===== src/rtl/icap_pkg.sv =====
package icap_pkg;
  typedef enum logic [1:0] {
    EDGE_OFF  = 2'b00,
    EDGE_RISE = 2'b01,
    EDGE_FALL = 2'b10,
    EDGE_ANY  = 2'b11
  } edge_mode_e;
endpackage


===== src/rtl/edge_sync_detect.sv =====
module edge_sync_detect #(
  parameter int STAGES = 2
) (
  input  logic clk,
  input  logic rst,
  input  logic pin,
  output logic rise,
  output logic fall
);
  logic [STAGES-1:0] sync_q;
  logic              last_q;

  always_ff @(posedge clk) begin
    if (rst) begin
      sync_q <= '0;
      last_q <= 1'b0;
    end else begin
      sync_q <= {sync_q[STAGES-2:0], pin};
      last_q <= sync_q[STAGES-1];
    end
  end

  assign rise = sync_q[STAGES-1] & ~last_q;
  assign fall = ~sync_q[STAGES-1] & last_q;
endmodule


===== src/rtl/capture_channel.sv =====
module capture_channel
  import icap_pkg::*;
#(
  parameter int TW = 16
) (
  input  logic          clk,
  input  logic          rst,
  input  edge_mode_e    mode,
  input  logic          rise,
  input  logic          fall,
  input  logic [TW-1:0] timer,
  input  logic          rearm,
  output logic [TW-1:0] latch_q,
  output logic          pol_q,
  output logic          evt
);
  logic armed_q;

  // mode bit 0 enables rising edges, bit 1 enables falling edges
  assign evt = (rise & mode[0]) | (fall & mode[1]);

  always_ff @(posedge clk) begin
    if (rst) begin
      latch_q <= '0;
      pol_q   <= 1'b0;
      armed_q <= 1'b1;
    end else if (evt) begin
      latch_q <= timer;
      if (armed_q || rearm) pol_q <= rise;
      armed_q <= 1'b0;
    end else if (rearm) begin
      armed_q <= 1'b1;
    end
  end
endmodule


===== src/rtl/edge_capture_unit.sv =====
module edge_capture_unit
  import icap_pkg::*;
#(
  parameter int NUM_CH      = 4,
  parameter int TW          = 16,
  parameter int SYNC_STAGES = 2,
  localparam int SEL_W      = (NUM_CH > 1) ? $clog2(NUM_CH) : 1
) (
  input  logic                clk,
  input  logic                rst,
  input  logic [TW-1:0]       timer_cnt,
  input  logic [NUM_CH-1:0]   cap_in,
  input  logic [2*NUM_CH-1:0] edge_sel,
  input  logic                rd_en,
  input  logic [SEL_W-1:0]    rd_sel,
  output logic [TW-1:0]       rd_data,
  output logic [NUM_CH-1:0]   pol_status
);
  logic [NUM_CH-1:0]         ch_rise;
  logic [NUM_CH-1:0]         ch_fall;
  logic [NUM_CH-1:0]         cap_evt;
  logic [NUM_CH-1:0]         rearm;
  logic [NUM_CH-1:0][TW-1:0] latch_arr;

  for (genvar i = 0; i < NUM_CH; i++) begin : g_ch
    assign rearm[i] = rd_en && (rd_sel == SEL_W'(i));

    edge_sync_detect #(.STAGES(SYNC_STAGES)) u_det (
      .clk  (clk),
      .rst  (rst),
      .pin  (cap_in[i]),
      .rise (ch_rise[i]),
      .fall (ch_fall[i])
    );

    capture_channel #(.TW(TW)) u_cap (
      .clk     (clk),
      .rst     (rst),
      .mode    (edge_mode_e'(edge_sel[2*i +: 2])),
      .rise    (ch_rise[i]),
      .fall    (ch_fall[i]),
      .timer   (timer_cnt),
      .rearm   (rearm[i]),
      .latch_q (latch_arr[i]),
      .pol_q   (pol_status[i]),
      .evt     (cap_evt[i])
    );
  end

  always_ff @(posedge clk) begin
    if (rst)        rd_data <= '0;
    else if (rd_en) rd_data <= latch_arr[rd_sel];
  end
endmodule


===== config.mk =====
export PLATFORM = sky130hd
export DESIGN_NAME = edge_capture_unit
export DESIGN_NICKNAME = d
export VERILOG_FILES = /design/src/rtl/icap_pkg.sv /design/src/rtl/edge_sync_detect.sv /design/src/rtl/capture_channel.sv /design/src/rtl/edge_capture_unit.sv
export SDC_FILE = /design/constraint.sdc
export NUM_CORES = 1
export LEC_CHECK = 0
export BUFFER_PORTS_ARGS = -buffer_cell sky130_fd_sc_hd__buf_2
export CORE_MARGIN = 5
export CORE_UTILIZATION = 50
export DETAILED_ROUTE_END_ITERATION = 6
export MAX_ROUTING_LAYER = met4
export PLACE_DENSITY = 0.74
export REMOVE_ABC_BUFFERS = 1
export SLEW_MARGIN = 40
export SYNTH_ARGS = -nofsm -noshare
export SYNTH_HDL_FRONTEND = slang
export SYNTH_SLANG_ARGS = --single-unit

===== constraint.sdc =====
create_clock -name clk -period 1.8 [get_ports clk]
set_input_delay 0.27 -clock clk [delete_from_list [all_inputs] [get_ports clk]]
set_output_delay 0.27 -clock clk [all_outputs]
set_load 0.02 [all_outputs]

After elaboration in Yosys (flattened, before gate mapping) --
Cells that the tools add are included.
Word-level totals: flip-flop bits (word level) 100, output and inout bits 20
Cells by class: $lt $le $gt $ge 1, equality and inequality tests 3, mux-type cells 10, bitwise logic cells 28, reductions and logical operators 17
Operator list (number):
- $bmux 16 s2 | 1
- $and 1x1->1 | 16
- $mux 16 | 1
- $mux 1 | 8
- $not 1->1 | 8
- $reduce_and 2->1 | 4
- $reduce_bool 2->1 | 4
- $eq 2x2->1 const B | 2
- $logic_and 1x1->1 | 4
- $logic_or 1x1->1 | 4
- $or 1x1->1 | 4
- $lt 2x3->1 const B | 1
- $eq 2x1->1 const B | 1
- $logic_not 2->1 | 1

Depth between registers and ports, before layout --
Gate-level depths: netlist of the first run.
depth after elaboration 5, gate-level depth with buffers 5, gate-level depth less buffers 3

By module --
From an unflattened synthesis of the first run, not the netlist that was laid out.
Second synthesis, totals: cells, all modules 468, area total of the unflattened synthesis 4102.7 µm²
By module, submodules not included:
- capture_channel | instances 4, cells each 77, area an instance 644.4 µm²
- edge_capture_unit | instances 1, cells each 128, area an instance 1159.9 µm²
- edge_sync_detect | instances 4, cells each 8, area an instance 91.3 µm²

Worst setup path before layout of the first run --
No wires, ideal clock.
kind input -> register, start point input port rd_sel[1], end point register rd_data[0], library setup time 128 ps, arrival time 1083 ps, required time 1672 ps, setup slack 589 ps, stages 4, path through buf_6 -> mux4_2 -> mux2i_1 -> nor2_1
Between the ends: cells in the longest elaborated chain, start to end 2
Ends and longest elaborated chain:
- from (decl) | line edge_capture_unit.sv:15 | input logic [SEL_W-1:0] rd_sel,
- $bmux 16 s2 | line edge_capture_unit.sv:52 | else if (rd_en) rd_data <= latch_arr[rd_sel];
- $mux 16 (implied by the code) | line edge_capture_unit.sv:52
- to (signal assigned) | line edge_capture_unit.sv:52
- to (decl) | line edge_capture_unit.sv:16 | output logic [TW-1:0] rd_data,
No other way between the ends. The select of a mux whose other input is x is not followed. A chain may end at the register's enable or synchronous reset.

Worst setup path in the final report of the first run --
start point register g_ch[3].u_det.sync_q[1], end point register g_ch[3].u_cap.latch_q[15]
Between the ends: cells in the longest elaborated chain, start to end 4
Ends and longest elaborated chain:
- from (decl) | line edge_sync_detect.sv:10 | logic [STAGES-1:0] sync_q;
- from (signal assigned) | line edge_sync_detect.sv:18 | sync_q <= {sync_q[STAGES-2:0], pin};
- $not 1->1 | line edge_sync_detect.sv:24 | assign fall = ~sync_q[STAGES-1] & last_q;
- $and 1x1->1 | line edge_sync_detect.sv:24
- $and 1x1->1 | line capture_channel.sv:20 | assign evt = (rise & mode[0]) | (fall & mode[1]);
- $or 1x1->1 (*) | line capture_channel.sv:20
- to (signal assigned) | line capture_channel.sv:28 | latch_q <= timer;
- to (decl) | line capture_channel.sv:13 | output logic [TW-1:0] latch_q,
Mark *: on every way between the ends. The rest lies on a longest branch, timed or not.

==> reports/results.tsv, run 1 <==
metric	value	unit
fmaxAchievable	723.3	MHz
tightest_slew	0.5815	ns
nets	514	
synth_top_cell_area_share	47.76	%
holdPathStages	2	
cts_tree	built	
htree_levels	3	
die_y	101.6	um
dp.cells	575	
worst-path-max-fanout	10	
hp-start	cap_in[2]	
grt_pass1_vias	3490	
setup_tns	0	ns
r2r-start	g_ch[3].u_det.sync_q[1]	
cts-resized-gates	0	
via_per_inst	6.098	
max_cap_viol_count	0	
synth-seq-cells	100	
cts_setup_buffers	0	
instances_no_fill	591	
path_clk_slew	0.09	ns
n_fill_cell	724	
rsz0062_at_grt	no	
synth.cell_area	4192	um2
finClkSkew	0.008013	ns
firstDrtPassIters	5	
worst_slew_margin_rel	61.23	%
clock_latency	0.36	ns
drt_iter0_drc	417	
ys_top_cells_by_area	dfxtp_1, mux4_2, a21oi_1	
die_x	101.6	um
area_growth	12.69	%
hp-class	in -> reg	
core_area	8175	um2
clock_sinks	100	
die-area	10310	um2
ant_nets	0	
critPathKind	reg -> reg	
outcome	finished clean	
final_max_slew_viol_count	0	
ios	53	
rows	33	
grt_max_degree	58	
avgRoutedWirePerCell	18.90	um
routed_wl	11170	um
finalHoldViolations	0	
drc	0	
end_kind	flop	
portBuffers	52	
p_leak	0.001803	uW
ctsHoldBuffers	0	
fin_crit	1.383	ns
max-clock-path-buffers	2	
yosysTopAreaCell	dfxtp_1	
gp_congestion	0.8192	
yosysUniqueCellTypes	24	
initial_core_util	51.27	%
irDropWorstVdd	0.3938	mV
drive_gt1_share	21.81	%
cts_buffers	9	
track_usage	23.26	%
finalSetupViolCount	0	
dp_hpwl	6804	um
yosysSeqAreaShare	47.76	%
worst_setup_path_start_kind	flop	
vias	3604	
ys_warn_count	0	
synthCells	441	
grt_pass1_wl	18130	um
preCtsSetupSlack	0.3310	ns
power.density	872.4	nW/um2
root_buffer	clkbuf_8	
grt_antenna_before_repair	0	
overflow	0	
critPathRequiredTime	2.02	ns
worst_slack	0.4174	ns
crit_path_start	g_ch[3].u_det.sync_q[1]	
rr_worst_depth	4	
fin_crit_sh	76.81	%
syn_area_per_cell	9.505	um2
worst-endpoint-arrival	1.60	ns
antenna_cells	0	
## critical path, cell delays in order (launching register included)
cell and delay (ns):
dfxtp_1 0.35, nand3b_1 0.41, buf_4 0.32, nand3_1 0.10
a21oi_1 0.06
## flip-flops by register name (all words and copies together) (netlist names)
signal,flops
rd_data,16
g_ch.u_det.sync_q,8
g_ch.u_det.last_q,4
g_ch.u_cap.pol_q,4
g_ch.u_cap.armed_q,4
g_ch.u_cap.latch_q,64
## synthesized netlist by cell type, drive strengths merged
| cell | n |
|---|---|
| a21oi | 65 |
| a31oi | 1 |
| and3b | 10 |
| buf | 29 |
| clkbuf | 16 |
| dfxtp | 100 |
| inv | 1 |
| mux2i | 20 |
| mux4 | 16 |
| nand2 | 7 |
| nand3 | 64 |
| nand3b | 12 |
| nor2 | 16 |
| nor2b | 12 |
| nor3b | 1 |
| o211ai | 3 |
| o21ai | 64 |
| o22ai | 3 |
| o31ai | 1 |
## final timing paths
check | endpoint | slack (ns)
max | g_ch[3].u_cap.latch_q[15] | 0.42
min | g_ch[2].u_det.sync_q[0] | 0.12
max reg2reg | g_ch[3].u_cap.latch_q[15] | 0.42
min reg2reg | g_ch[2].u_det.sync_q[1] | 0.46
## logic make-up after synthesis
logic type             Yosys count  synth area share [%]
flip-flops                     100                 47.76
AND/OR/NAND/NOR                122                 15.91
AO/OA/AOI/OAI                  137                 16.84
buffers and inverters           46                 6.119
multiplexers                    36                 13.37
## metrics by stage
step | utilization (%) | hold WS (ns) | total power (uW) | cell area, um2
3_3_place_gp | 55.30 | 0.4204 | 2690 | 4521
3_5_place_dp | 55.30 | 0.4318 | 2705 | 4521
5_1_grt | 57.77 | 0.1294 | 4290 | 4723
4_1_cts | 57.77 | 0.1070 | 4138 | 4723
2_1_floorplan | - | 0.3391 | 2510 | 3939
6_report | 57.77 | 0.1193 | 4121 | 4723
## report_power, final
part           internal [uW]  switching (uW)  leakage, uW
registers               2270            33.6     0.000811
clock network            716             747     0.000102
logic                    148             203     0.000889
total                   3140             983      0.00180
## per-layer routing
metal  global-route usage [%]  wire [um]  vias to the layer above
li1                         -          -                     1671
met1                    32.32       4803                     1714
met2                    34.00       5053                      202
met3                    4.890       1110                       17
met4                    7.260        199                        0
met5                        -          0                        -
## area by class of cell
class                      instances  area [um2]  share of cell area [%]
clock inverter                     4       47.55                   1.007
sequential                       100        2002                   42.38
timing repair buffer              74       450.4                   9.536
tap                              105       131.4                   2.781
inverter                           1       3.754                 0.07947
multi-input combinational        295        1933                   40.93
clock buffer                      12       155.1                   3.285
## cell usage in the layout, fill, tap and decap left out, types with 2 or more instances in the layout
master	netlist	routed
clkinv_2	0	2
nand3b_1	12	12
o211ai_1	3	3
dfxtp_1	100	100
nor2_1	16	16
buf_2	19	52
mux2i_1	20	20
mux4_2	16	16
clkbuf_8	1	11
nor2b_1	12	12
o21ai_1	9	9
nand3_1	64	64
and3b_1	10	10
o22ai_1	3	3
buf_4	8	20
a21oi_1	65	65
o21ai_0	55	55
nand2_1	7	7
buf_12	0	2
Note: power is estimated with default switching activity, not from simulation.
==> run 2, diff against run 1 <==
==> constraint.sdc (replaced) <==
create_clock -name clk -period 1.35 [get_ports clk]
set_input_delay 0.2025 -clock clk [delete_from_list [all_inputs] [get_ports clk]]
set_output_delay 0.2025 -clock clk [all_outputs]
set_load 0.02 [all_outputs]
==> run 2 against run 1 <==
Effect of this change:
- setup slack got worse by 0.33 ns
- first-iteration DRC count decreased by 29%
- critical path type unchanged
- fmax increased by 9.4%
- clock power increased by 26%
- combinational power increased by 36%
- highest routed layer unchanged
==> reports/results.tsv, run 2 (synthesis results as in run 1) <==
metric	value	unit	change
die_y	101.6	um	unchanged
instances_no_fill	595		+0.68%
worst-path-max-fanout	17		+7
met1_usage	28.79	%	-3.5 points
worst_slack	0.08581	ns	-0.3316 ns
nets	518		+0.78%
overflow	0		unchanged
power	5396	uW	+31%
globalRouteMet3Util	4.270	%	-0.62 points
combPwrFrac	8.8	%	+0.3 points
grt_pass1_wl	17950	um	-0.99%
ff_latch_area	2002	um2	unchanged
p_int	4089	uW	+30%
vias	3618		+0.39%
drc	0		unchanged
power.density	1130	nW/um2	+30%
htree_levels	3		unchanged
portBuffers	52		unchanged
critPathKind	reg -> reg		
rows	33		unchanged
cts_buffers	9		unchanged
core_area	8175	um2	unchanged
power_switching	1307	uW	+33%
worst_setup_path_start_kind	flop		
finClkSkew	0.009100	ns	+0.001087 ns
avgRoutedWirePerCell	18.42	um	-2.5%
via_per_inst	6.081		-0.29%
placed_cell_area	4588	um2	+1.5%
drt_iter0_drc	295		-29%
die-area	10310	um2	unchanged
area_growth	13.94	%	
tightest_slew	0.3735	ns	-0.2080 ns
worst_slew_margin_rel	75.07	%	+14 points
clock_latency	0.37	ns	about the same
swShare	24.23	%	+0.37 points
grt_antenna_before_repair	1		+1
top_usage_layer	met2		
fin_crit_sh	93.64	%	+17 points
p_leak	0.001829	uW	+1.4%
track_usage	22.95	%	-0.31 points
gp_congestion	0.8117		-0.92%
routed_wl	10960	um	-1.8%
seq_power_share	57.0	%	+1.0 points
top_regs	g_ch.u_cap.latch_q: 64 flops, rd_data: 16 flops, g_ch.u_det.sync_q: 8 flops		
drive_gt1_share	22.49	%	+0.68 points
multi_input_area	1936	um2	+0.13%
ios	53		unchanged
dp_hpwl	7031	um	+3.3%
max_cap_viol_count	0		unchanged
end_kind	flop		
layout_common_cells	dfxtp_1, a21oi_1, nand3_1, o21ai_0, buf_2		
worst-endpoint-arrival	1.56	ns	-0.04 ns
fin_area	4776	um2	+1.1%
dp.cells	579		+0.70%
path_clk_slew	0.09	ns	about the same
n_fill_cell	736		+1.7%
rr_worst_depth	3		-1
preCtsSetupSlack	-0.03514	ns	-0.3661 ns
mostFrequentLayoutCell	dfxtp_1		
postLayoutCoreUtil	58.42	%	+0.64 points
fin_crit	1.264	ns	-0.1184 ns
initial_core_util	51.27	%	unchanged
firstDrtPassIters	6		+1
grt_pass1_vias	3598		+3.1%
hp-class	in -> reg		
clkPwrFrac	34.2	%	-1.3 points
clock_sinks	100		unchanged
grt_max_degree	61		+5.2%
fmaxAchievable	791.0	MHz	+9.4%
holdPathStages	2		unchanged
outcome	finished clean		
rsz0062_at_grt	no		
max-clock-path-buffers	2		unchanged
ant_nets	0		unchanged
ctsHoldBuffers	0		unchanged
regMostFlops	g_ch.u_cap.latch_q		
cts_tree	built		
final_max_slew_viol_count	0		unchanged
finalSetupViolCount	0		unchanged
root_buffer	clkbuf_8		
cts_setup_buffers	0		unchanged
die_x	101.6	um	unchanged
critPathRequiredTime	1.64	ns	-0.38 ns
irDropWorstVdd	0.5173	mV	+31%
largest_reg_flops	64		unchanged
use_met2	35.87	%	+1.9 points
cts-resized-gates	2		+2
finalHoldViolations	0		unchanged
run 2: through the flow:
step                      setup TNS, ns  hold slack, ns
after floorplan                       0          0.2716
after detailed placement        -0.1130          0.4204
final                                 0         0.03638
after global routing                  0         0.03697
after global placement                0          0.4147
after CTS                             0         0.03455
run 2: cell type report:
cell class	instances	area share, %
Sequential cell	100	41.92
Multi-Input combinational cell	295	40.53
Timing Repair Buffer	78	10.85
Clock buffer	11	2.751
Tap cell	105	2.751
Clock inverter	4	1.074
Inverter	1	0.07860
Antenna cell	1	0.05240
run 2: worst paths after layout:
check	startpoint	to	slack, ns
setup / recovery	g_ch[3].u_det.sync_q[1]	g_ch[3].u_cap.latch_q[8]	0.09
setup reg to reg	g_ch[3].u_det.sync_q[1]	g_ch[3].u_cap.latch_q[8]	0.09
hold reg to reg	g_ch[0].u_det.sync_q[0]	g_ch[0].u_det.sync_q[1]	0.44
hold / removal	cap_in[1]	g_ch[1].u_det.sync_q[0]	0.04
run 2: layer usage:
layer / up-vias / wire length (um)
met5: - / 0
met1: 1721 / 4574
met2: 186 / 5227
li1: 1685 / -
met3: 26 / 902
met4: 0 / 258
run 2: worst max-delay path: stages, from the launching register on:
cell and delay (ns):
dfxtp_1 0.40, and3b_2 0.43, o21ai_0 0.16, a21oi_1 0.19
run 2: power by group through the flow:
stage | registers (uW) | clock network [uW] | logic, uW
3_5_place_dp | 3150 | 0 | 472
5_1_grt | 3090 | 2010 | 520
3_3_place_gp | 3140 | 0 | 463
6_report | 3080 | 1840 | 476
4_1_cts | 3080 | 1870 | 475
2_1_floorplan | 3140 | 0 | 204
